File: src/rtl/lrt_pkg.sv
package lrt_pkg;
  localparam logic [31:0] CRC_POLY = 32'h04C1_1DB7;
  localparam logic [31:0] CRC_SEED = 32'hFFFF_FFFF;

  typedef enum logic {SRC_NEW = 1'b0, SRC_REPLAY = 1'b1} lrt_src_e;
endpackage

File: src/rtl/lrt_crc.sv
module lrt_crc #(
  parameter int IN_W = 48
) (
  input  logic [IN_W-1:0] frame,
  output logic [31:0]     crc
);
  import lrt_pkg::*;

  logic [31:0] acc;
  logic        fb;

  always_comb begin
    acc = CRC_SEED;
    fb  = 1'b0;
    for (int i = IN_W - 1; i >= 0; i--) begin
      fb  = acc[31] ^ frame[i];
      acc = {acc[30:0], 1'b0};
      if (fb) acc = acc ^ CRC_POLY;
    end
    crc = ~acc;
  end
endmodule

File: src/rtl/lrt_replay_ram.sv
module lrt_replay_ram #(
  parameter int DATA_W = 32,
  parameter int DEPTH  = 8,
  localparam int AW    = $clog2(DEPTH)
) (
  input  logic              clk,
  input  logic              we,
  input  logic [AW-1:0]     waddr,
  input  logic [DATA_W-1:0] wdata,
  input  logic              re,
  input  logic [AW-1:0]     raddr,
  output logic [DATA_W-1:0] rdata
);
  logic [DATA_W-1:0] mem [DEPTH];

  always_ff @(posedge clk) begin
    if (we) mem[waddr] <= wdata;
    if (re) rdata <= mem[raddr];
  end
endmodule

File: src/rtl/lrt_credit_gate.sv
module lrt_credit_gate #(
  parameter int CRED_W       = 8,
  parameter int INIT_CREDITS = 12
) (
  input  logic clk,
  input  logic rst,
  input  logic ret,
  input  logic take,
  output logic credit_ok
);
  logic [CRED_W-1:0] cnt;

  always_ff @(posedge clk) begin
    if (rst) cnt <= CRED_W'(INIT_CREDITS);
    else     cnt <= cnt + CRED_W'(ret) - CRED_W'(take);
  end

  assign credit_ok = (cnt != '0);
endmodule

File: src/rtl/lrt_replay_timer.sv
module lrt_replay_timer #(
  parameter int TIMEOUT = 64,
  localparam int TW     = $clog2(TIMEOUT + 1)
) (
  input  logic clk,
  input  logic rst,
  input  logic run,
  input  logic clear,
  output logic expired
);
  logic [TW-1:0] cnt;
  logic          at_end;

  assign at_end  = (cnt == TW'(TIMEOUT - 1));
  assign expired = run && !clear && at_end;

  always_ff @(posedge clk) begin
    if (rst || clear || !run) cnt <= '0;
    else if (at_end)          cnt <= '0;
    else                      cnt <= cnt + 1'b1;
  end
endmodule

File: src/rtl/link_retry_tx.sv
module link_retry_tx #(
  parameter int DATA_W       = 32,
  parameter int SEQ_W        = 12,
  parameter int DEPTH        = 8,
  parameter int CRED_W       = 8,
  parameter int INIT_CREDITS = 12,
  parameter int TIMEOUT      = 64
) (
  input  logic              clk,
  input  logic              rst,
  input  logic              tl_valid,
  output logic              tl_ready,
  input  logic [DATA_W-1:0] tl_data,
  input  logic              fc_return,
  input  logic              dl_valid,
  input  logic              dl_nak,
  input  logic [SEQ_W-1:0]  dl_seq,
  output logic              link_valid,
  output logic [SEQ_W-1:0]  link_seq,
  output logic [DATA_W-1:0] link_data,
  output logic [31:0]       link_crc
);
  import lrt_pkg::*;

  localparam int AW      = $clog2(DEPTH);
  localparam int FRAME_W = ((SEQ_W + DATA_W + 7) / 8) * 8;

  // sequence bookkeeping
  logic [SEQ_W-1:0] next_seq, acked, outstanding;
  logic             full, credit_ok, accept;
  // acknowledge decode
  logic [SEQ_W-1:0] d_off, new_acked, start_seq;
  logic             dl_in_win, ack_ok, nak_ok, tmo_fire;
  // replay state
  logic             replaying, rpl_nxt, rd_issue;
  logic [SEQ_W-1:0] rp, rp_nxt, rp_end, rpend_nxt, rd_seq, cur, rp_off;
  // stage 1
  logic             s1_valid;
  lrt_src_e         s1_src;
  logic [SEQ_W-1:0] s1_seq;
  logic [DATA_W-1:0] s1_data, rd_data, frame_data;
  logic [FRAME_W-1:0] frame;
  logic [31:0]      crc_val;

  assign outstanding = next_seq - acked - 1'b1;
  assign full        = (outstanding == SEQ_W'(DEPTH));
  assign tl_ready    = !replaying && !full && credit_ok;
  assign accept      = tl_valid && tl_ready;

  assign d_off     = dl_seq - acked;
  assign dl_in_win = dl_valid && (d_off <= outstanding);
  assign ack_ok    = dl_in_win && !dl_nak;
  assign nak_ok    = dl_in_win && dl_nak;
  assign new_acked = dl_in_win ? dl_seq : acked;
  assign start_seq = new_acked + 1'b1;
  assign rp_off    = rp - acked;

  lrt_credit_gate #(.CRED_W(CRED_W), .INIT_CREDITS(INIT_CREDITS)) u_credit (
    .clk(clk), .rst(rst), .ret(fc_return), .take(accept), .credit_ok(credit_ok)
  );

  lrt_replay_timer #(.TIMEOUT(TIMEOUT)) u_timer (
    .clk(clk), .rst(rst),
    .run((outstanding != '0) && !replaying),
    .clear(dl_in_win),
    .expired(tmo_fire)
  );

  always_comb begin
    rd_issue  = 1'b0;
    rd_seq    = rp;
    rp_nxt    = rp;
    rpl_nxt   = replaying;
    rpend_nxt = rp_end;
    cur       = rp;
    if (nak_ok || tmo_fire) begin
      if (start_seq != next_seq) begin
        rpl_nxt   = 1'b1;
        rp_nxt    = start_seq;
        rpend_nxt = next_seq;
      end else begin
        rpl_nxt = 1'b0;
      end
    end else if (replaying) begin
      if (ack_ok && (d_off >= rp_off)) cur = dl_seq + 1'b1;
      if (cur == rp_end) begin
        rpl_nxt = 1'b0;
        rp_nxt  = cur;
      end else begin
        rd_issue = 1'b1;
        rd_seq   = cur;
        rp_nxt   = cur + 1'b1;
        rpl_nxt  = ((cur + 1'b1) != rp_end);
      end
    end
  end

  always_ff @(posedge clk) begin
    if (rst) begin
      next_seq  <= '0;
      acked     <= '1;
      replaying <= 1'b0;
      rp        <= '0;
      rp_end    <= '0;
    end else begin
      if (accept) next_seq <= next_seq + 1'b1;
      acked     <= new_acked;
      replaying <= rpl_nxt;
      rp        <= rp_nxt;
      rp_end    <= rpend_nxt;
    end
  end

  lrt_replay_ram #(.DATA_W(DATA_W), .DEPTH(DEPTH)) u_ram (
    .clk(clk),
    .we(accept), .waddr(next_seq[AW-1:0]), .wdata(tl_data),
    .re(rd_issue), .raddr(rd_seq[AW-1:0]), .rdata(rd_data)
  );

  always_ff @(posedge clk) begin
    if (rst) begin
      s1_valid <= 1'b0;
      s1_src   <= SRC_NEW;
      s1_seq   <= '0;
      s1_data  <= '0;
    end else begin
      s1_valid <= accept || rd_issue;
      s1_src   <= rd_issue ? SRC_REPLAY : SRC_NEW;
      s1_seq   <= rd_issue ? rd_seq : next_seq;
      s1_data  <= tl_data;
    end
  end

  assign frame_data = (s1_src == SRC_NEW) ? s1_data : rd_data;
  assign frame      = FRAME_W'({s1_seq, frame_data});

  lrt_crc #(.IN_W(FRAME_W)) u_crc (.frame(frame), .crc(crc_val));

  always_ff @(posedge clk) begin
    if (rst) begin
      link_valid <= 1'b0;
      link_seq   <= '0;
      link_data  <= '0;
      link_crc   <= '0;
    end else begin
      link_valid <= s1_valid;
      link_seq   <= s1_seq;
      link_data  <= frame_data;
      link_crc   <= crc_val;
    end
  end
endmodule

File: config.mk
export PLATFORM = sky130hd
export DESIGN_NAME = link_retry_tx
export DESIGN_NICKNAME = d
export VERILOG_FILES = /design/src/rtl/lrt_pkg.sv /design/src/rtl/lrt_crc.sv /design/src/rtl/lrt_replay_ram.sv /design/src/rtl/lrt_credit_gate.sv /design/src/rtl/lrt_replay_timer.sv /design/src/rtl/link_retry_tx.sv
export SDC_FILE = /design/constraint.sdc
export NUM_CORES = 1
export LEC_CHECK = 0
export ABC_AREA = 1
export ABC_CLOCK_PERIOD_IN_PS = 12550
export BUFFER_PORTS_ARGS = -buffer_cell sky130_fd_sc_hd__buf_2
export CORE_MARGIN = 10
export CORE_UTILIZATION = 26
export CTS_CLUSTER_SIZE = 28
export DETAILED_ROUTE_END_ITERATION = 8
export HOLD_SLACK_MARGIN = 0.08
export MAX_ROUTING_LAYER = met4
export SYNTH_ARGS = -nofsm -noshare
export SYNTH_HDL_FRONTEND = slang
export SYNTH_SLANG_ARGS = --single-unit
File: constraint.sdc
create_clock -name clk -period 12.55 [get_ports clk]
set_input_delay 1.255 -clock clk [delete_from_list [all_inputs] [get_ports clk]]
set_output_delay 1.255 -clock clk [all_outputs]
set_load 0.1 [all_outputs]
==> impl_metrics.toml, run 1 <==
[sta]
tightest_slew_ns = 1.24
finalCritPeriodShare = 0.782
hold_violations = 0
max_clock_freq_mhz = 102
slew_viol_final = 0
fin_skew_ns = 0.0379
slew_headroom = 0.162
rsz0062_at_grt = "false"
tns_ns = 0
fin_crit_ns = 9.82
setup_viol = 0

[setup_path]
slowest_stage = "nand2_4"
worstPathRequired_ns = 12.91
crit_arrival_ns = 10.18
start_kind = "input port"
r2r_end = "u_ram.rdata[17]"
cpPeakStageDelay_ns = 0.87
endpoint_kind = "flip-flop"
crit_path_frequent_cell = "nand2_1"
r2r_start = "acked[1]"
rrSetupSlack_ns = 3.22
r2r_cells = 39
cp_max_fo = 75
path_class = "in2reg"

[final_layout]
fillers = 11400
multi_input_area_um2 = 13700
nNetsFinal = 3880
register_area_um2 = 12400
syn2layout_area_growth_pct = 13.9
layout-drive-gt1-share = 0.136

[placed_design]
portBuffers = 127
hpwl_um = 58800
gp_congestion = 0.915

[synth]
synth_xor_xnor_area_share = 0.0645
ys_types = 60
synth.largest_area_cell = "edfxtp_1"
synth_compound_area_frac = 0.0440
synthCells = 3658
ys.flop_type = "edfxtp_1"
synth_top_family_by_area = "simple AND/OR/NAND/NOR gates"
netlist_top_cells_area = "edfxtp_1, nand2_1, dfxtp_1"
syn-num-nets = 3784
synth_edf_count = 288
yosysWarningCount = 0
ys_seq_area_frac = 0.435
synth.top_cell.area_share = 0.303
syn_area_per_cell_um2 = 7.80
syn_area_um2 = 28500
async_reset_ff_frac = 0
ys_ff_latch = 475
yosys.area_share.adder = 0.0344
synth.mux.area_fraction = 0.00281
yosys.area_share.simple = 0.330

[drt]
drt-initial-drc-count = 1638
vias = 23500
avgViaCountPerCell = 4.50
ant_nets = 0
drt_wl_total_um = 84600
drc_errors = 0
drtPass1Iterations = 6
avgRoutedWirePerCell_um = 16.2

[clock_tree]
clk_pin_slew_ns = 0.06
insertion_delay_ns = 0.62
cts_made_buffers = 51
clock_path_buffers = 3
clockRootBuffer = "clkbuf_16"
cts_resized = 0
post_cts_buffers = 0
cts_tree = "yes"
clock-sinks = 475
ctsHoldBuffers = 0
cts.htree.levels = 2

[hold_path]
hold_start = "s1_valid"
holdPathStages = 2
holdPathEnd = "link_valid"
holdCritPathClass = "reg2reg"

[grt]
grt_pass1_wl_um = 130000
overflow = 0
grt_usage = 0.137
grt_max_degree = 86
antenna_found_initial = 22
grt_pass1_vias = 22200

[floorplan]
die_h_um = 351
dieArea_um2 = 123000
start_util = 0.262
io_pins = 128
die_w_um = 351
core_um2 = 109000
rows = 121

[flow_run]
drv_cap = 0

[status]
status = "finished, final reports clean"
sequential cells by signal, summed over array words and instances, names as in the netlist:
name / count
u_ram.mem: 256
link_crc: 32
link_data: 32
s1_data: 32
u_ram.rdata: 32
acked: 12
link_seq: 12
next_seq: 12
rp: 12
rp_end: 12
s1_seq: 12
u_credit.cnt: 8
u_timer.cnt: 7
link_valid: 1
replaying: 1
s1_src: 1
s1_valid: 1
metrics by stage:
| stage | setup slack, ns | std cells | instance area (um^2) | hold WS (ns) | utilization |
|---|---|---|---|---|---|
| 2_1_floorplan | 6.24 | 3658 | 28500 | 0.388 | - |
| 3_3_place_gp | 2.55 | 5115 | 30600 | 0.431 | 0.281 |
| 3_5_place_dp | 2.13 | 5115 | 30600 | 0.443 | 0.281 |
| 4_1_cts | 2.79 | 5211 | 32500 | 0.453 | 0.298 |
| 5_1_grt | 1.70 | 5222 | 32500 | 0.492 | 0.299 |
| 6_report | 2.73 | 5222 | 32500 | 0.443 | 0.299 |
metal layers:
metal	up-vias	global-route usage	wire, um
li1	11900	-	-
met3	145	0.0235	5340
met2	597	0.222	38700
met4	0	0.0405	2490
met1	10900	0.175	38100
met5	-	-	0
cell families (layout without fill, tap and decap cells):
family / count (synthesis) / count (layout)
AND/OR/NAND/NOR: 2038 / 2038
buffers and inverters: 629 / 768
flip-flops: 475 / 475
AO/OA/AOI/OAI: 232 / 232
XOR/XNOR: 200 / 200
adder cells (fa/ha/maj): 76 / 76
multiplexers: 8 / 8
other: 0 / 11
worst max path at each step:
stage / startpoint / to / slack, ns / depth (start not counted)
after floorplan: dl_seq[0] / u_ram.rdata[0] / 6.24 / 27
after global placement: dl_seq[0] / u_ram.rdata[1] / 2.55 / 33
after detailed placement: dl_seq[0] / u_ram.rdata[17] / 2.13 / 33
after CTS: dl_seq[0] / u_ram.rdata[18] / 2.79 / 33
after global routing: dl_seq[0] / u_ram.rdata[3] / 1.70 / 33
final: dl_seq[0] / u_ram.rdata[17] / 2.73 / 33
layout by cell type, fill, tap and decap left out, types with 5 or more instances in the layout:
cell       Yosys  final
nor2_1       230    222
clkinv_2       0     14
xor2_1       149    149
mux2i_1        8      8
nand3_1      412    412
and2_1         5      5
nand2_1     1066   1063
ha_1          72     72
clkbuf_16      0     51
inv_1        484    483
o21bai_1       7      7
nor2_4         4     12
a21oi_1      103    102
diode_2        0     11
nand3_2       20     20
o21ai_2        6      6
bufinv_16      0      8
xnor2_1       43     43
nor3_1        15     15
clkbuf_8       3      8
o21ai_1        6      6
nand2_4       44     46
nand3b_1      73     73
edfxtp_1     288    288
nand4_1       23     23
o21ai_0       89     89
buf_2         42    126
inv_2         26     28
dfxtp_1      187    186
nand2_2      103    104
inv_4         10     10
or2_2         29     29
buf_4          4     24
layout make-up:
type                       instances  area share
inverter                         522      0.0612
sequential                       475       0.381
clock buffer                      65      0.0434
timing repair buffer             150      0.0250
multi-input combinational       2554       0.420
antenna                           11    0.000847
tap                             1414      0.0544
clock inverter                    31      0.0132
worst max-delay path: cells and delay by family:
| kind | cells | cell delay [ns] |
|---|---|---|
| simple gates | 17 | 4.54 |
| compound gates | 9 | 2.35 |
| fa+ha+maj | 3 | 0.93 |
| buf+inv | 3 | 0.85 |
| xor+xnor | 1 | 0.16 |
cell usage after synthesis (all sizes together) (3+ instances only):
cell and count:
nand2 1214, inv 521, nand3 433, edfxtp 288
nor2 237, dfxtp 187, xor2 155, a21oi 103
o21ai 101, nand3b 74, ha 72, buf 57
clkbuf 50, xnor2 44, or2 32, nand4 23
nor3 16, mux2i 8, o21bai 7, and2 6
fa 4, a21o 3, a31oi 3, o21a 3
Power of run 1 is left out: the tool's default activity adds up to more than one toggle a clock period on the data nets, which glitch-free logic cannot reach.
==> inputs of run 2 (changes only) <==
ABC_AREA = 0   (was 1)
ABC_CLOCK_PERIOD_IN_PS = 9600   (was 12550)
clock period = 9.6 ns   (was 12.55 ns; I/O delays follow)
==> run 2 against run 1 <==
Effect of this change:
- non-clock buffer count up 2
- first-iteration DRC count is 38% lower
- critical path depth decreased by 5
- die area decreased by 12%
- sequential share of layout area is 4.7 points higher
- design area fell by 11%
- setup slack worse by 1.3 ns
- register-to-register slack lost 1.8 ns
- clock skew shrank 0.0089 ns
- highest routed layer unchanged
==> impl_metrics.toml, run 2 <==
[status]
status = "finished, final reports clean"

[drt]
m1WireLength_um = 31200
drtPass1Iterations = 5
drc_errors = 0
drt_wl_total_um = 66100
wl_met2_um = 29700
ant_nets = 0
vias = 15000
avgRoutedWirePerCell_um = 19.1
top_layer_used = "met4"
drt-initial-drc-count = 1017
route.met3.wl_um = 3800
avgViaCountPerCell = 4.32

[clock_tree]
clockRootBuffer = "clkbuf_16"
ctsHoldBuffers = 0
cts_resized = 0
cts.htree.levels = 2
post_cts_buffers = 0
clock_path_buffers = 3
cts_made_buffers = 53
clock-sinks = 475
insertion_delay_ns = 0.63
clk_pin_slew_ns = 0.06
cts_tree = "yes"

[grt]
overflow = 0
grt_pass1_wl_um = 97700
antenna_found_initial = 16
grt_usage = 0.122
grt_pass1_vias = 15000
grt_max_degree = 102

[setup_path]
cpPeakStageDelay_ns = 0.85
path_buf_inv = 2
path_class = "reg2reg"
crit_arrival_ns = 8.63
cp_max_fo = 41
critPathTopFamily = "compound AO/OA/AOI/OAI gates"
endpoint_kind = "flip-flop"
worstPathRequired_ns = 10.10
start_kind = "flip-flop"
slowest_stage = "dfxtp_1"
crit_path_frequent_cell = "a21oi_1"

[sta]
slew_headroom = 0.336
hold_violations = 0
tns_ns = 0
fin_crit_ns = 8.13
slew_viol_final = 0
finalCritPeriodShare = 0.847
rsz0062_at_grt = "false"
fin_skew_ns = 0.0290
setup_viol = 0
tightest_slew_ns = 0.968
max_clock_freq_mhz = 123

[synth]
synth_edf_count = 288
async_reset_ff_frac = 0
netlist_top_cells_area = "edfxtp_1, dfxtp_1, mux2i_1"
ys_ff_latch = 475
yosysWarningCount = 0
synthTopCellsByCount = "edfxtp_1, xnor2_1, mux2i_1, dfxtp_1, nor2_1"
syn_area_um2 = 24900
synthCells = 2018
synth.top_cell.area_share = 0.347
syn-num-nets = 2144
syn_area_per_cell_um2 = 12.3
ys.flop_type = "edfxtp_1"
ys_seq_area_frac = 0.498
synth_most_common_cell = "edfxtp_1"
synth.largest_area_cell = "edfxtp_1"
ys_types = 65

[floorplan]
start_util = 0.262
io_pins = 128
dieArea_um2 = 109000
rows = 113
core_um2 = 95000
die_w_um = 329
die_h_um = 329

[final_layout]
top_register = "u_ram.mem"
layout-drive-gt1-share = 0.177
nNetsFinal = 2271
final_common_cell = "edfxtp_1"
finalNonFillerCells = 3464
largest_register_ffs = 256
fillers = 9640
syn2layout_area_growth_pct = 16.1
register_area_um2 = 12400
multi_input_area_um2 = 12000
final_cell_mix = "edfxtp_1, xnor2_1, mux2i_1"

[placed_design]
gp_congestion = 0.895
portBuffers = 127
hpwl_um = 45900
dp.cells = 3355

[flow_run]
drv_cap = 0

[hold_path]
holdCritPathClass = "reg2reg"
run 2: cell types whose count changed after synthesis, moves of 83 or more:
| cell | change |
|---|---|
| nor2_1 | -83 |
| inv_1 | -428 |
| xnor2_1 | +226 |
| nand3_1 | -391 |
| nand2_2 | -103 |
| mux2i_1 | +232 |
| nand2_1 | -988 |
run 2: metrics by stage:
| stage | hold WS [ns] | setup slack [ns] | cell area (um^2) | util |
|---|---|---|---|---|
| CTS | 0.446 | 1.51 | 28900 | 0.304 |
| detailed placement | 0.436 | 1.12 | 27000 | 0.285 |
| global placement | 0.432 | 1.16 | 27000 | 0.285 |
| finish | 0.445 | 1.47 | 28900 | 0.304 |
| global route | 0.475 | 0.772 | 28900 | 0.304 |
| floorplan | 0.414 | 1.45 | 24900 | - |
run 2: final timing paths:
check,start,end,slack [ns],cells after the start
hold / removal,u_timer.cnt[6],u_timer.cnt[6],0.44,2
setup / recovery,next_seq[2],rp[9],1.47,28
setup reg to reg,next_seq[2],rp[9],1.47,28
hold reg to reg,u_timer.cnt[6],u_timer.cnt[6],0.44,2
run 2: cells by family after synthesis:
kind of cell | after synthesis | synth area share
DFF | 475 | 0.498
xor gates and xnor gates | 447 | 0.197
and+or+nand+nor | 412 | 0.0799
muxes | 277 | 0.114
AOI/OAI and AO/OA | 194 | 0.0479
buffers and inverters | 137 | 0.0245
adders and majority gates | 76 | 0.0394
run 2: per-layer routing:
metal  vias to the layer above  global-route usage
met5                         -                   -
met4                         0              0.0291
met3                        91              0.0233
met2                       356               0.188
met1                      7200               0.165
li1                       7304                   -
run 2: layout make-up:
| cell class | instances | share of cell area |
|---|---|---|
| multi-input combinational | 1406 | 0.414 |
| inverter | 57 | 0.00740 |
| tap | 1265 | 0.0547 |
| clock buffer | 78 | 0.0563 |
| antenna | 10 | 0.000865 |
| clock inverter | 21 | 0.00775 |
| sequential | 475 | 0.429 |
| timing repair buffer | 152 | 0.0304 |
run 2: worst register-to-register path: cells and delay by family, from the launching register on:
kind                       cells  cell delay [ns]
DFF                            1             0.85
and+or+nand+nor                6             1.46
xor gates and xnor gates       2             0.39
AOI/OAI and AO/OA             15             3.82
buffers and inverters          2             0.51
adders and majority gates      3             0.98
Power of run 2 is left out for the same reason.
